$ cat config.mk
export PLATFORM = sky130hd
export DESIGN_NAME = pwm_in_decoder
export DESIGN_NICKNAME = d
export VERILOG_FILES = /design/src/rtl/pwm_dec_pkg.sv /design/src/rtl/pwm_mode_gate.sv /design/src/rtl/pwm_phase_map.sv /design/src/rtl/pwm_in_decoder.sv
export SDC_FILE = /design/constraint.sdc
export NUM_CORES = 1
export LEC_CHECK = 0
export BUFFER_PORTS_ARGS = -buffer_cell sky130_fd_sc_hd__clkbuf_2
export CORE_MARGIN = 2
export CORE_UTILIZATION = 47
export CTS_CLUSTER_SIZE = 10
export DETAILED_ROUTE_END_ITERATION = 10
export PLACE_DENSITY_LB_ADDON = 0.25
export SETUP_SLACK_MARGIN = 0.2
export SLEW_MARGIN = 20
export SYNTH_ARGS = -nofsm -noshare
export SYNTH_HDL_FRONTEND = slang
export SYNTH_SLANG_ARGS = --single-unit
$ cat constraint.sdc
create_clock -name clk -period 2.37 [get_ports clk]
set_clock_uncertainty 0.05 [all_clocks]
set_input_delay 0.474 -clock clk [delete_from_list [all_inputs] [get_ports clk]]
set_output_delay 0.474 -clock clk [all_outputs]
set_load 0.1 [all_outputs]
$ cat src/rtl/pwm_dec_pkg.sv
package pwm_dec_pkg;
  typedef enum logic [1:0] {
    MD_CMPL  = 2'b00,
    MD_ENA   = 2'b01,
    MD_COMM  = 2'b10,
    MD_INDEP = 2'b11
  } drv_mode_e;
endpackage

$ cat src/rtl/pwm_mode_gate.sv
module pwm_mode_gate
  import pwm_dec_pkg::*;
(
  input  logic      clk,
  input  logic      rst,
  input  logic [1:0] mode_sel,
  input  logic      pins_idle,
  output drv_mode_e mode_eff,
  output drv_mode_e mode_q,
  output logic      pend_q
);
  // a new request is only taken on an idle edge
  always_comb begin
    if (pins_idle) mode_eff = drv_mode_e'(mode_sel);
    else           mode_eff = mode_q;
  end

  always_ff @(posedge clk) begin
    if (rst) begin
      mode_q <= MD_CMPL;
      pend_q <= 1'b0;
    end else begin
      mode_q <= mode_eff;
      pend_q <= !pins_idle && (mode_sel != mode_q);
    end
  end
endmodule

$ cat src/rtl/pwm_phase_map.sv
module pwm_phase_map
  import pwm_dec_pkg::*;
(
  input  drv_mode_e mode,
  input  logic      pin_hi,
  input  logic      pin_lo,
  input  logic      cm_hi,
  input  logic      cm_lo,
  output logic      req_hi,
  output logic      req_lo,
  output logic      float_o
);
  always_comb begin
    req_hi  = 1'b0;
    req_lo  = 1'b0;
    float_o = 1'b0;
    unique case (mode)
      MD_CMPL: begin
        req_hi  = pin_hi & ~pin_lo;
        req_lo  = pin_lo & ~pin_hi;
        float_o = ~(pin_hi ^ pin_lo);
      end
      MD_ENA: begin
        req_hi  = pin_lo & pin_hi;
        req_lo  = pin_lo & ~pin_hi;
        float_o = ~pin_lo;
      end
      MD_COMM: begin
        req_hi = cm_hi;
        req_lo = cm_lo;
      end
      MD_INDEP: begin
        req_hi = pin_hi;
        req_lo = pin_lo;
      end
      default: ;
    endcase
  end
endmodule

$ cat src/rtl/pwm_in_decoder.sv
module pwm_in_decoder
  import pwm_dec_pkg::*;
#(
  parameter int NPH = 3
) (
  input  logic           clk,
  input  logic           rst,
  input  logic [1:0]     mode_sel,
  input  logic [NPH-1:0] in_hi,
  input  logic [NPH-1:0] in_lo,
  input  logic [NPH-1:0] comm_hi,
  input  logic [NPH-1:0] comm_lo,
  output logic [NPH-1:0] gate_hi,
  output logic [NPH-1:0] gate_lo,
  output logic [NPH-1:0] hiz,
  output logic [1:0]     mode_act,
  output logic           mode_pend
);
  localparam int NPIN = 2 * NPH;

  logic [NPIN-1:0] pins;
  logic            pins_idle;
  drv_mode_e       mode_eff;
  drv_mode_e       mode_q;
  logic [NPH-1:0]  nx_hi, nx_lo, nx_z;

  assign pins      = {in_hi, in_lo};
  assign pins_idle = (pins == '0);

  pwm_mode_gate u_mode (
    .clk      (clk),
    .rst      (rst),
    .mode_sel (mode_sel),
    .pins_idle(pins_idle),
    .mode_eff (mode_eff),
    .mode_q   (mode_q),
    .pend_q   (mode_pend)
  );

  for (genvar p = 0; p < NPH; p++) begin : g_ph
    pwm_phase_map u_map (
      .mode   (mode_eff),
      .pin_hi (in_hi[p]),
      .pin_lo (in_lo[p]),
      .cm_hi  (comm_hi[p]),
      .cm_lo  (comm_lo[p]),
      .req_hi (nx_hi[p]),
      .req_lo (nx_lo[p]),
      .float_o(nx_z[p])
    );
  end

  always_ff @(posedge clk) begin
    if (rst) begin
      gate_hi <= '0;
      gate_lo <= '0;
      hiz     <= '1;
    end else begin
      gate_hi <= nx_hi;
      gate_lo <= nx_lo;
      hiz     <= nx_z;
    end
  end

  assign mode_act = mode_q;
endmodule

==> results of run 1 <==
==> worst max path at each step <==
stage                     startpoint                    end  slack, ps  cells past startpoint
after detailed placement    in_lo[2]  gate_hi[2]$_SDFF_PP0_         80                      8
after floorplan             in_lo[2]  gate_hi[2]$_SDFF_PP0_        130                      7
after global placement      in_lo[2]  gate_hi[2]$_SDFF_PP0_        150                      8
after CTS                   in_lo[2]  gate_hi[2]$_SDFF_PP0_        370                      8
final                       in_lo[2]  gate_hi[2]$_SDFF_PP0_        400                      7
after global routing        in_lo[2]  gate_hi[2]$_SDFF_PP0_        240                      8
==> state kept, by name, indices dropped and copies added (netlist names) <==
signal / flops
gate_lo: 3
gate_hi: 3
u_mode.pend_q: 1
hiz: 3
u_mode.mode_q: 2
==> cells in the final DEF, fill, tap and decap left out, types with 2 or more instances in the layout <==
cell type and n:
ha_1 4, clkbuf_2 27, nand3b_1 2, nor2_1 4
buf_4 8, a211o_1 2, o21a_1 2, nand2_1 8
o311ai_1 2, or3b_2 2, nor3_1 4, a21oi_1 5
inv_1 5, xnor2_1 2, dfxtp_1 11, nand3_1 3
nor3b_1 2, nand2b_1 2, a211oi_1 2, a31oi_1 3
clkbuf_4 3
==> per-stage QoR <==
stage	instance area [um2]	instances	hold slack, ps	setup WS (ps)
6_report	981	136	405	403
5_1_grt	981	136	424	237
4_1_cts	975	136	407	368
3_5_place_dp	938	132	578	80.3
3_3_place_gp	938	132	575	145
2_1_floorplan	761	88	521	134
==> critical path, cell delays in order <==
cell and delay [ps]:
clkbuf_2 130, or4_1 600, o31ai_4 210, a21oi_1 100, ha_1 270, nor3_1 200, o32ai_1 100
==> layout make-up <==
cell class              instances  area, um2  area share, %
well taps                      16       20.0           2.04
multi-input cells              64        469           47.8
inverters                       5       18.8           1.91
clock buffers                   4       36.3           3.70
flip-flops and latches         12        241           24.6
repair buffers                 35        195           19.9
==> logic make-up after synthesis <==
family | after synthesis
xor+xnor | 2
mux | 1
simple gates | 33
flops | 12
buf+inv | 12
fa+ha+maj | 4
compound gates | 24
==> power by group through the flow <==
stage	clock, mW	combinational, mW	sequential (mW)
final	0.164	0.160	0.215
after global routing	0.177	0.170	0.216
after CTS	0.167	0.160	0.215
after detailed placement	0	0.159	0.220
after global placement	0	0.157	0.220
after floorplan	0	0.0439	0.298
==> metal layers <==
layer,up-vias,wire length (um)
met4,0,47
met2,22,830
met1,373,828
met3,4,73
met5,-,0
li1,388,-
==> key figures, run 1 <==
Power
  • Combinational share of power: between 20 and 30%
  • Switching share of power: 35.7%
  • NetSw: 0.193 mW
  • Int Pwr: 0.347 mW
  • PnR Total Power: 0.540 mW
  • PwrDens: 550 mW/mm2
  • Leakage: 0.446 nW
  • Sequential fraction of design power: 39.9%
  • VDD IR max: a little over 300 uV
  • Clock share of power: 30.4%

Route
  • DR DRC count: 0
  • Post-DR wirelength/cell: 13.1 um
  • Via count: 787
  • Total wire length: 1780 um
  • DR iter-0 viols: 15
  • Post-route ant nets: 0
  • DR vias/cell: 5.79
  • DRT Pass-1 Iters: 4

Critical path
  • R2R Setup Slk: ~720 ps
  • Critical Path End Type: flip-flop
  • Critical Path Start Type: input port
  • Worst r2r path cells: 7
  • Worst r2r dst: gate_hi[2]$_SDFF_PP0_
  • Critical R2R Launch: u_mode.mode_q[1]$_SDFF_PP0_
  • Crit path max fanout: 5
  • CP Data Required Time: between 2000 and 2500 ps
  • Crit path kind: in -> reg
  • Critical Path AT: 2080 ps

STA
  • Fmax: 508 MHz
  • Worst Tran Pin Value: between 500 and 600 ps
  • Final setup viols: 0
  • Unrepaired setup endpoints after global routing: false
  • Fin. Hold Viols: 0
  • Fin crit share: 83.0%
  • Minimum clock period: 1970 ps
  • Slew HR: 63.8%
  • Final slew viol count: 0
  • Final TNS setup: 0 ps

Logic synthesis
  • Count leader, synth: dfxtp_1
  • Main synth FF type: dfxtp_1
  • Yosys top cell by area: dfxtp_1
  • Most instantiated cells after synthesis: dfxtp_1 (12), nand2_1 (8), a21oi_1 (5), inv_1 (5)
  • Compound-Gate Fraction of Synth Area: 25.9%
  • Syn Inst Count: 88
  • Post-synthesis sequential area ratio: approximately a third
  • Largest cells by area after synthesis: dfxtp_1 (32%), ha_1 (6.6%), nand2_1 (4.0%), a21oi_1 (3.3%), o31ai_4 (2.8%)
  • Syn_area_per_cell: between 8 and 9 um2
  • Mux cell area share after synthesis: 1.32%
  • Post-synthesis adder-cell area fraction: 6.59%
  • Mapped Area: ~760 um2
  • Synth async-reset ratio: 0%
  • Combinational family with the most area after synthesis: compound AO/OA/AOI/OAI gates
  • Post-synth top area share: 31.6%
  • Number of enable flip-flop cells after synthesis: 0
  • Post-Syn Nets: around 110
  • Xor and xnor area share after synthesis: between 2 and 2.5%
  • Netlist cell types: 37
  • FF+latch count, synth: 12
  • Post-Synth Simple-Gate Area: between 20% and 30%
  • Ys Warns: 0

Cells and area
  • Final Util: 65.1%
  • Filler Cell Count: 140
  • Final #Nets: 141
  • ANT cells: 0
  • Share of post-route cells with drive strength above 1: approximately 40%
  • Area growth syn-to-layout: 29.2%

Floorplan
  • I/O Pins: 28
  • Die area: 0.00195 mm2
  • DIE WIDTH: roughly 44 um
  • CORE AREA: 0.00151 mm2
  • Rows: 14
  • Initial Util: just over 50%
  • Die Height: roughly 44 um

Clock network
  • Clk slew on worst S/H paths: approximately 70 ps
  • H-tree depth: 1
  • Clock sink count: 12
  • CTS root buf: clkbuf_4
  • CTS Hold Bufs: 0
  • Clock tree buffer depth: 2
  • Post_cts resized: 0
  • Clock tree from TritonCTS: done
  • Setup bufs post-CTS: 0
  • CTS Buf Count: 3
  • Clk_lat worst skew: roughly 270 ps

Global route
  • Vias in the first global route: 714
  • Met3 Track Usage GR: around 3.7%
  • Largest net degree at the start of global routing: 14
  • Initial antenna violation count: 0
  • Most used routing layer: met2
  • First-pass GRT wire length: 2920 um
  • GRT Total Usage: around 20%
  • Grt met1 use: 23.3%
  • Grt total ovfl: 0
  • GR Util met2: approximately a third

Worst hold path
  • WHS Endpoint: gate_hi[2]$_SDFF_PP0_
  • Worst Min Path Start: comm_hi[2]
  • Cells on Worst Hold Path: 3
  • Worst hold path class: in -> reg

Placed design
  • Final Wtd Congestion: 0.817
  • Port Buffers: 27
  • DPL Wire Length: 1340 um

Job
  • Max-cap violations: 0

Status
  • Status: complete, no violations
(Power assumes the default switching activity.)
==> run 2: changes to the inputs <==
==> constraint.sdc (replaced) <==
create_clock -name clk -period 1.9 [get_ports clk]
set_clock_uncertainty 0.05 [all_clocks]
set_input_delay 0.38 -clock clk [delete_from_list [all_inputs] [get_ports clk]]
set_output_delay 0.38 -clock clk [all_outputs]
set_load 0.1 [all_outputs]
==> key figures, run 2 (same netlist as run 1, synthesis figures left out) <==
Route
  • DRT Pass-1 Iters: 4 (unchanged)
  • Via count: 865 (+9.9%)
  • DR DRC count: 0 (unchanged)
  • Post-route ant nets: 0 (unchanged)
  • Post-DR wirelength/cell: 15.3 um (+17%)
  • Total wire length: 2170 um (+22%)
  • DR vias/cell: 6.09 (+5.3%)
  • DR iter-0 viols: 24 (+9)

STA
  • Fin. Hold Viols: 0 (unchanged)
  • Slew HR: 64.0% (+0.20 points)
  • Final TNS setup: 0 ps (unchanged)
  • Final setup viols: 0 (unchanged)
  • Final Worst Setup Slack: 133 ps (-270 ps)
  • Fmax: 566 MHz
  • Minimum clock period: ~1800 ps
  • Final slew viol count: 0 (unchanged)
  • Fin crit share: 93.0%
  • Worst hold slack: 313 ps (-92.0 ps)
  • Unrepaired setup endpoints after global routing: true
  • Worst Tran Pin Value: 542 ps (-3.05 ps)

Clock network
  • Clk slew on worst S/H paths: 80 ps (about the same)
  • Clock tree buffer depth: 2 (unchanged)
  • CTS root buf: clkbuf_4
  • H-tree depth: 1 (unchanged)
  • Clock sink count: 12 (unchanged)
  • CTS Hold Bufs: 0 (unchanged)
  • Clk_lat worst skew: 280 ps (about the same)
  • Clock tree from TritonCTS: done
  • CTS Buf Count: 3 (unchanged)

Critical path
  • Crit path max-delay family: simple AND/OR/NAND/NOR gates
  • Critical Path Start Type: input port
  • CP Data Required Time: 2020 ps (-460 ps)
  • Worst Path Buf+Inv: 1 (unchanged)
  • Slowest CP cell: or4_4
  • Critical Path AT: 1890 ps (-190 ps)
  • Crit-path cells: buf_8 > or4_4 > o31ai_4 > a21oi_2 > ha_1 > nor3_2 > o32ai_2
  • Crit path max fanout: 3 (-2)
  • Critical Path End Type: flip-flop
  • Crit path kind: in -> reg
  • CP peak stage delay: 550 ps (-50 ps)

Placed design
  • Worst slack, placed: -299 ps (-379 ps)
  • DPL Wire Length: 1510 um (+13%)
  • Final Wtd Congestion: 0.832 (+1.9%)
  • Port Buffers: 27 (unchanged)

Cells and area
  • Share of post-route cells with drive strength above 1: 48.4% (+8.4 points)
  • Filler Cell Count: 118 (-16%)
  • Multi-input gate area: 510 um2 (+8.8%)
  • Final #Nets: 147 (+4.3%)
  • Leading cell types in the layout, fill and taps excluded: clkbuf_2 (23), buf_4 (14), dfxtp_1 (10)
  • Area growth syn-to-layout: 44.3%
  • Most common cell after layout, fill and taps aside: clkbuf_2
  • Sequential Area: 245 um2 (+1.6%)
  • ANT cells: 0 (unchanged)
  • Biggest regs: gate_hi x3, gate_lo x3, hiz x3

Floorplan
  • DIE WIDTH: 44.2 um (unchanged)
  • Die area: 0.00195 mm2 (unchanged)
  • CORE AREA: 0.00151 mm2 (unchanged)
  • Rows: 14 (unchanged)
  • I/O Pins: 28 (unchanged)
  • Initial Util: 50.4% (unchanged)
  • Die Height: 44.2 um (unchanged)

Global route
  • Largest net degree at the start of global routing: 14 (unchanged)
  • GRT Total Usage: 23.7% (+3.3 points)
  • Grt total ovfl: 0 (unchanged)
  • Vias in the first global route: 802 (+12%)
  • Initial antenna violation count: 0 (unchanged)
  • First-pass GRT wire length: 3350 um (+15%)

Status
  • Status: complete, no violations

Power
  • VDD IR max: 323 uV (+4.5%)
  • Leakage: 0.494 nW (+11%)
  • PwrDens: 636 mW/mm2 (+16%)

Worst hold path
  • Worst hold path class: in -> reg

Job
  • Max-cap violations: 0 (unchanged)
[run 2: cell types whose count changed in the layout (fill, tap and decap cells not counted), sizes merged]
cell,before,now
clkbuf,31,28
buf,8,17
[run 2: layout make-up]
| class | instances | share of cell area [%] |
|---|---|---|
| clock buffer | 4 | 3.31 |
| tap | 16 | 1.83 |
| multi-input combinational | 64 | 46.6 |
| timing repair buffer | 41 | 24.2 |
| inverter | 5 | 1.71 |
| sequential | 12 | 22.4 |
[run 2: worst paths after layout]
path | start | to | slack, ps | cells past startpoint
worst min-delay path | comm_hi[2] | gate_hi[2]$_SDFF_PP0_ | 310 | 3
worst min register to register | u_mode.mode_q[0]$_SDFF_PP0_ | gate_hi[0]$_SDFF_PP0_ | 600 | 2
worst max-delay path | in_hi[1] | gate_hi[2]$_SDFF_PP0_ | 130 | 7
worst max register to register | u_mode.mode_q[1]$_SDFF_PP0_ | gate_hi[2]$_SDFF_PP0_ | 300 | 7
[run 2: stage by stage]
step	util [%]	power, mW	std cells	area, um2
after global placement	65.3	0.477	137	983
final	72.8	0.697	142	1100
after CTS	68.8	0.689	142	1040
after floorplan	-	0.426	88	768
after global routing	72.8	0.724	142	1100
after detailed placement	65.3	0.482	137	983
[run 2: layer usage]
layer  GRT usage [%]  wire length, um
met3            3.27               96
met2            38.5             1120
met4            15.8               84
met5               0                0
met1            29.0              875
[run 2: what timing repair did]
item                       4_1_cts  5_1_grt
setup endpoints to repair        2        9
pin swaps                        3        8
resized for setup                2       17
gates cloned                     0        0
buffers inserted                 1        0
[run 2: power by group]
group	switching [mW]	total (mW)	internal, mW
clock network	0.0924	0.209	0.117
registers	0.00409	0.267	0.263
logic	0.157	0.221	0.0643
[run 2: worst register-to-register path, delay by kind of cell, from the launching register on]
family	cells	cell delay, ps
adders and majority gates	1	240
DFF	1	380
buffers and inverters	1	80
AOI/OAI and AO/OA	3	270
and+or+nand+nor	2	460
